File: config.mk
export PLATFORM = sky130hd
export DESIGN_NAME = selftest_station
export DESIGN_NICKNAME = d
export VERILOG_FILES = /design/src/rtl/stst_pkg.sv /design/src/rtl/stst_decode.sv /design/src/rtl/stst_counter.sv /design/src/rtl/stst_lam_timer.sv /design/src/rtl/selftest_station.sv
export SDC_FILE = /design/constraint.sdc
export NUM_CORES = 1
export LEC_CHECK = 0
export ABC_AREA = 1
export BUFFER_PORTS_ARGS = -buffer_cell sky130_fd_sc_hd__buf_2
export CAP_MARGIN = 20
export CORE_ASPECT_RATIO = 1.5
export CORE_MARGIN = 4
export CORE_UTILIZATION = 42
export CTS_CLUSTER_DIAMETER = 80
export DETAILED_ROUTE_END_ITERATION = 10
export GPL_TIMING_DRIVEN = 0
export HOLD_SLACK_MARGIN = 0.08
export PLACE_DENSITY = 0.79
export RECOVER_POWER = 50
export SYNTH_ARGS = -nofsm -noshare
export SYNTH_HDL_FRONTEND = slang
export SYNTH_SLANG_ARGS = --single-unit
File: constraint.sdc
create_clock -name clk -period 1.45 [get_ports clk]
set_input_delay 0.145 -clock clk [delete_from_list [all_inputs] [get_ports clk]]
set_output_delay 0.145 -clock clk [all_outputs]
set_load 0.02 [all_outputs]
File: src/rtl/stst_pkg.sv
package stst_pkg;
  typedef enum logic [2:0] {
    OP_NONE,
    OP_PING,
    OP_LOAD,
    OP_RD0,
    OP_FAST
  } stst_op_e;
endpackage

File: src/rtl/stst_decode.sv
module stst_decode
  import stst_pkg::*;
#(
  parameter int STN_W        = 5,
  parameter int SUB_W        = 4,
  parameter int FN_W         = 5,
  parameter int DATA_W       = 24,
  parameter int CTRL_STATION = 25,
  parameter int MAGIC        = 5
) (
  input  logic              strobe,
  input  logic [STN_W-1:0]  station,
  input  logic [SUB_W-1:0]  sub,
  input  logic [FN_W-1:0]   func,
  input  logic [DATA_W-1:0] wdata,
  output stst_op_e          op,
  output logic              lam_trig
);
  localparam logic [STN_W-1:0]  MY_STN  = STN_W'(CTRL_STATION - 1);
  localparam logic [SUB_W-1:0]  SUB_A0  = '0;
  localparam logic [SUB_W-1:0]  SUB_A1  = SUB_W'(1);
  localparam logic [FN_W-1:0]   FN_RD   = '0;
  localparam logic [FN_W-1:0]   FN_FAST = FN_W'(5);
  localparam logic [FN_W-1:0]   FN_WR   = FN_W'(16);
  localparam logic [DATA_W-1:0] TRIG_V  = DATA_W'(MAGIC);

  logic hit;
  assign hit = strobe && (station == MY_STN);

  always_comb begin
    op = OP_NONE;
    if (hit) begin
      if (sub == SUB_A0 && func == FN_WR)        op = OP_PING;
      else if (sub == SUB_A1 && func == FN_WR)   op = OP_LOAD;
      else if (sub == SUB_A0 && func == FN_RD)   op = OP_RD0;
      else if (sub == SUB_A1 && func == FN_FAST) op = OP_FAST;
    end
  end

  assign lam_trig = (op == OP_PING) && (wdata == TRIG_V);
endmodule

File: src/rtl/stst_counter.sv
module stst_counter #(
  parameter int CNT_W = 4
) (
  input  logic             clk,
  input  logic             rst,
  input  logic             load,
  input  logic [CNT_W-1:0] load_val,
  input  logic             dec,
  output logic [CNT_W-1:0] cnt,
  output logic             nz
);
  always_ff @(posedge clk) begin
    if (rst)                     cnt <= '0;
    else if (load)               cnt <= load_val;
    else if (dec && cnt != '0)   cnt <= cnt - 1'b1;
  end

  assign nz = (cnt != '0);

  assert_load_value_R5: assert property (@(posedge clk) disable iff (rst)
    load |=> cnt == $past(load_val));
  assert_dec_step_R7: assert property (@(posedge clk) disable iff (rst)
    (dec && !load && cnt != '0) |=> cnt == $past(cnt) - 1'b1);
  assert_dec_floor_R7: assert property (@(posedge clk) disable iff (rst)
    (dec && !load && cnt == '0) |=> cnt == '0);
  assert_idle_hold_R8: assert property (@(posedge clk) disable iff (rst)
    (!dec && !load) |=> $stable(cnt));
endmodule

File: src/rtl/stst_lam_timer.sv
module stst_lam_timer #(
  parameter int LAM_CYCLES = 20
) (
  input  logic clk,
  input  logic rst,
  input  logic trig,
  output logic lam
);
  localparam int TW = $clog2(LAM_CYCLES + 1);
  localparam logic [TW-1:0] FULL = TW'(LAM_CYCLES);

  logic [TW-1:0] left;

  always_ff @(posedge clk) begin
    if (rst) begin
      left <= '0;
      lam  <= 1'b0;
    end else begin
      lam <= trig || (left > TW'(1));
      if (trig)              left <= FULL;
      else if (left != '0)   left <= left - 1'b1;
    end
  end

  assert_pulse_start_R3: assert property (@(posedge clk) disable iff (rst)
    trig |=> (lam && left == FULL));
  assert_pulse_end_R3: assert property (@(posedge clk) disable iff (rst)
    (!trig && left == TW'(1)) |=> !lam);
  assert_left_bound_R4: assert property (@(posedge clk) disable iff (rst)
    left <= FULL);
endmodule

File: src/rtl/selftest_station.sv
module selftest_station
  import stst_pkg::*;
#(
  parameter int STN_W        = 5,
  parameter int SUB_W        = 4,
  parameter int FN_W         = 5,
  parameter int DATA_W       = 24,
  parameter int CNT_W        = 4,
  parameter int CTRL_STATION = 25,
  parameter int LAM_CYCLES   = 20,
  parameter int MAGIC        = 5
) (
  input  logic              clk,
  input  logic              rst,
  input  logic              cmd_strobe,
  input  logic [STN_W-1:0]  cmd_station,
  input  logic [SUB_W-1:0]  cmd_sub,
  input  logic [FN_W-1:0]   cmd_func,
  input  logic [DATA_W-1:0] cmd_wdata,
  output logic              rsp_q,
  output logic              rsp_x,
  output logic [DATA_W-1:0] rsp_rdata,
  output logic              lam_out
);
  localparam logic [STN_W-1:0] MY_STN = STN_W'(CTRL_STATION - 1);

  stst_op_e         op;
  logic             lam_trig;
  logic [CNT_W-1:0] tcnt;
  logic             tcnt_nz;

  stst_decode #(
    .STN_W(STN_W), .SUB_W(SUB_W), .FN_W(FN_W), .DATA_W(DATA_W),
    .CTRL_STATION(CTRL_STATION), .MAGIC(MAGIC)
  ) u_decode (
    .strobe  (cmd_strobe),
    .station (cmd_station),
    .sub     (cmd_sub),
    .func    (cmd_func),
    .wdata   (cmd_wdata),
    .op      (op),
    .lam_trig(lam_trig)
  );

  stst_counter #(.CNT_W(CNT_W)) u_counter (
    .clk     (clk),
    .rst     (rst),
    .load    (op == OP_LOAD),
    .load_val(cmd_wdata[CNT_W-1:0]),
    .dec     (op == OP_FAST),
    .cnt     (tcnt),
    .nz      (tcnt_nz)
  );

  stst_lam_timer #(.LAM_CYCLES(LAM_CYCLES)) u_lam (
    .clk (clk),
    .rst (rst),
    .trig(lam_trig),
    .lam (lam_out)
  );

  // Q and X are registered; a fast read is judged on the pre-decrement count.
  always_ff @(posedge clk) begin
    if (rst) begin
      rsp_q <= 1'b0;
      rsp_x <= 1'b0;
    end else begin
      unique case (op)
        OP_PING, OP_LOAD, OP_RD0: begin
          rsp_q <= 1'b1;
          rsp_x <= 1'b1;
        end
        OP_FAST: begin
          rsp_q <= tcnt_nz;
          rsp_x <= tcnt_nz;
        end
        default: begin
          rsp_q <= 1'b0;
          rsp_x <= 1'b0;
        end
      endcase
    end
  end

  // The test station only ever returns zero data.
  assign rsp_rdata = '0;

  assert_quiet_idle_R9: assert property (@(posedge clk) disable iff (rst)
    !cmd_strobe |=> (!rsp_q && !rsp_x));
  assert_foreign_silent_R8: assert property (@(posedge clk) disable iff (rst)
    (cmd_strobe && cmd_station != MY_STN) |=> (!rsp_q && !rsp_x && $stable(tcnt)));
  assert_fast_q_R7: assert property (@(posedge clk) disable iff (rst)
    (cmd_strobe && cmd_station == MY_STN && cmd_sub == SUB_W'(1) && cmd_func == FN_W'(5))
      |=> (rsp_q == ($past(tcnt) != '0)));
  assert_ping_ack_R2: assert property (@(posedge clk) disable iff (rst)
    (cmd_strobe && cmd_station == MY_STN && cmd_sub == '0 && cmd_func == FN_W'(16))
      |=> (rsp_q && rsp_x));
endmodule

==> results.json <==
{
  "dieArea_sq_mm": 0.00342,
  "nets": 280,
  "drv_slew": 0,
  "setup_viol": 0,
  "grt_use_total": 0.134,
  "cts_root_buf": "clkbuf_4",
  "fill_cells": 249,
  "rsz0062_at_grt": "no",
  "final_cell_mix": "40 x buf_2, 25 x nand2_1, 25 x buf_4",
  "grt-ovfl-total": 0,
  "area_growth_pct": 32.8,
  "drive_gt1_frac": 0.346,
  "vias": 1109,
  "hpwlAfterDp_mm": 2.08,
  "crit_fanout": 3,
  "cp-end-kind": "flop",
  "cts_tree": "built",
  "skew_ns": 0.000310,
  "ir_worst_vdd_v": 0.000332,
  "r2r_slack_ns": 0.21,
  "clockBufferDepth": 2,
  "vias_per_cell": 4.30,
  "worstSetupPathType": "reg -> reg",
  "arrival_ns": 1.45,
  "gp_congestion": 0.823,
  "dr.pass1.iters": 4,
  "grt_first_pass_wirelength_mm": 3.75,
  "cp_top_family": "simple AND/OR/NAND/NOR gates",
  "fin_crit_ns": 1.24,
  "cp.required_ns": 1.66,
  "stdcell_area_sq_mm": 0.00141,
  "p_leak_nw": 0.800,
  "num_antenna_cells": 0,
  "slowest_stage": "dfxtp_1",
  "rows": 22,
  "synthCells": 164,
  "fmax_mhz": 805,
  "grt_use_met3": 0.00860,
  "grt_max_degree": 9,
  "port-buffer-count": 43,
  "use_met1": 0.114,
  "crit_chain": "inv_1, ha_1, nand3_1, inv_1, nor2_1, nand3_1, nand3_1, nand2_1, inv_1",
  "busiest_layer": "met2",
  "antenna_found_initial": 0,
  "path_buf_inv": 3,
  "drc": 0,
  "htreeDepth": 1,
  "hp-start": "rst",
  "cts_num_sinks": 11,
  "hold_class": "in -> reg",
  "status": "completed",
  "initial_core_util": 0.435,
  "yosysWarnings": 0,
  "fp.dieH_microns": 69.7,
  "wl_per_cell_microns": 8.72,
  "min_delay_worst_endpoint": "u_lam.left[2]",
  "cp_slowest_stage_delay_ns": 0.33,
  "yosysSeqAreaShare": 0.207,
  "insertion_delay_ns": 0.26,
  "grt_util_met2": 0.278,
  "finalHoldViolations": 0,
  "clkTransAtPathRegs_ns": 0.07,
  "cts_buffers": 3,
  "pwr_density_cell_mw_per_mm2": 865,
  "wl_mm": 2.25,
  "startpoint_type": "flop",
  "core_sq_mm": 0.00245,
  "reg2reg_to": "u_counter.cnt[3]",
  "place_area_sq_mm": 0.00140,
  "min_period_over_period": 0.856,
  "fin_setup_tns_ns": 0,
  "syn_area_per_cell_sq_um": 6.49,
  "ys_types": 27,
  "whs_path_depth": 2,
  "die_w_microns": 49.1,
  "first_global_vias": 1027,
  "antenna_left": 0,
  "synth_area_sq_mm": 0.00106,
  "ys_ff_latch": 11,
  "final_util": 0.577,
  "mostFrequentLayoutCell": "buf_2",
  "ioPinCount": 68,
  "maxCapViolCount": 0,
  "rr_startpoint": "u_counter.cnt[1]",
  "drtIter0Drc": 12,
  "r2r.worst_path.cells": 9
}
[metal layers]
metal	wire length, microns	share of wire	vias up
met1	718	0.32	467
met2	1370	0.61	32
met3	117	0.052	4
li1	-	-	606
met5	0	0	-
met4	48	0.021	0
[logic make-up (layout without fill, tap and decap cells)]
kind of cell	after synthesis	in the layout	synth area share
AOI/OAI and AO/OA	11	11	0.0564
xor gates and xnor gates	4	4	0.0329
adders and majority gates	4	4	0.0470
buffers and inverters	53	100	0.275
DFF	11	11	0.207
other	1	24	0.00352
and+or+nand+nor	80	80	0.378
[power by group]
| group | internal [mW] | leakage (nW) | switching, mW | total [mW] |
|---|---|---|---|---|
| registers | 0.368 | 0.0898 | 0.0383 | 0.407 |
| logic | 0.261 | 0.695 | 0.354 | 0.615 |
| clock network | 0.106 | 0.0150 | 0.0950 | 0.201 |
| total | 0.735 | 0.800 | 0.488 | 1.22 |
[repair_timing]
item	4_1_cts	5_1_grt
gates resized for setup	0	1
hold buffers	0	0
buffers inserted	0	0
endpoints found under the setup margin	0	1
[worst max-delay path by stage]
stage / start / to / slack [ns] / cells past startpoint
after floorplan: u_lam.left[0] / u_lam.left[0] / 0.33 / 7
after global placement: cmd_func[3] / u_lam.left[0] / 0.12 / 9
after detailed placement: cmd_station[2] / u_lam.left[1] / 0.11 / 11
after CTS: u_lam.left[0] / u_lam.left[0] / 0.17 / 7
after global routing: u_counter.cnt[1] / u_counter.cnt[1] / 0.05 / 7
final: u_counter.cnt[1] / u_counter.cnt[3] / 0.21 / 9
[Yosys cell counts]
| master | number | share of area |
|---|---|---|
| buf_4 | 25 | 0.18 |
| nand2_1 | 24 | 0.085 |
| inv_1 | 23 | 0.081 |
| nor2_1 | 21 | 0.074 |
| nand3_1 | 15 | 0.071 |
| dfxtp_1 | 11 | 0.21 |
| a21oi_1 | 4 | 0.019 |
| ha_1 | 4 | 0.047 |
| inv_2 | 4 | 0.014 |
| nor4_1 | 4 | 0.023 |
| xor2_1 | 4 | 0.033 |
| nand2_2 | 3 | 0.018 |
| nand4_1 | 3 | 0.018 |
| nor2_4 | 3 | 0.032 |
| o21ai_0 | 3 | 0.014 |
| o21ai_1 | 2 | 0.0094 |
| a21oi_2 | 1 | 0.0082 |
| a31oi_1 | 1 | 0.0059 |
| and3_1 | 1 | 0.0059 |
| clkinv_1 | 1 | 0.0035 |
| conb_1 | 1 | 0.0035 |
| nand2_4 | 1 | 0.011 |
| nand3_4 | 1 | 0.016 |
| nor2_2 | 1 | 0.0059 |
| nor3_1 | 1 | 0.0047 |
| nor3_2 | 1 | 0.0094 |
| or2_1 | 1 | 0.0059 |
[state kept, by name, indices dropped and copies added, names as in the netlist]
signal         count
u_counter.cnt      4
rsp_x              1
u_lam.left         5
u_lam.lam          1
[through the flow]
stage,hold slack [ns],cells,total power [mW],setup slack [ns]
global route,0.118,258,1.35,0.0474
finish,0.109,258,1.22,0.208
global placement,0.378,254,1.01,0.119
floorplan,0.214,187,0.885,0.327
detailed placement,0.384,254,1.03,0.110
CTS,0.107,258,1.23,0.171
[final cells by class]
| cell class | instances | area (sq um) | share of cell area |
|---|---|---|---|
| Multi-Input combinational cell | 123 | 633 | 0.448 |
| Sequential cell | 11 | 220 | 0.156 |
| Timing Repair Buffer | 43 | 211 | 0.150 |
| Buffer | 25 | 188 | 0.133 |
| Inverter | 28 | 105 | 0.0743 |
| Tap cell | 24 | 30.0 | 0.0212 |
| Clock buffer | 4 | 26.3 | 0.0186 |
Power figures use the tool's default switching activity.
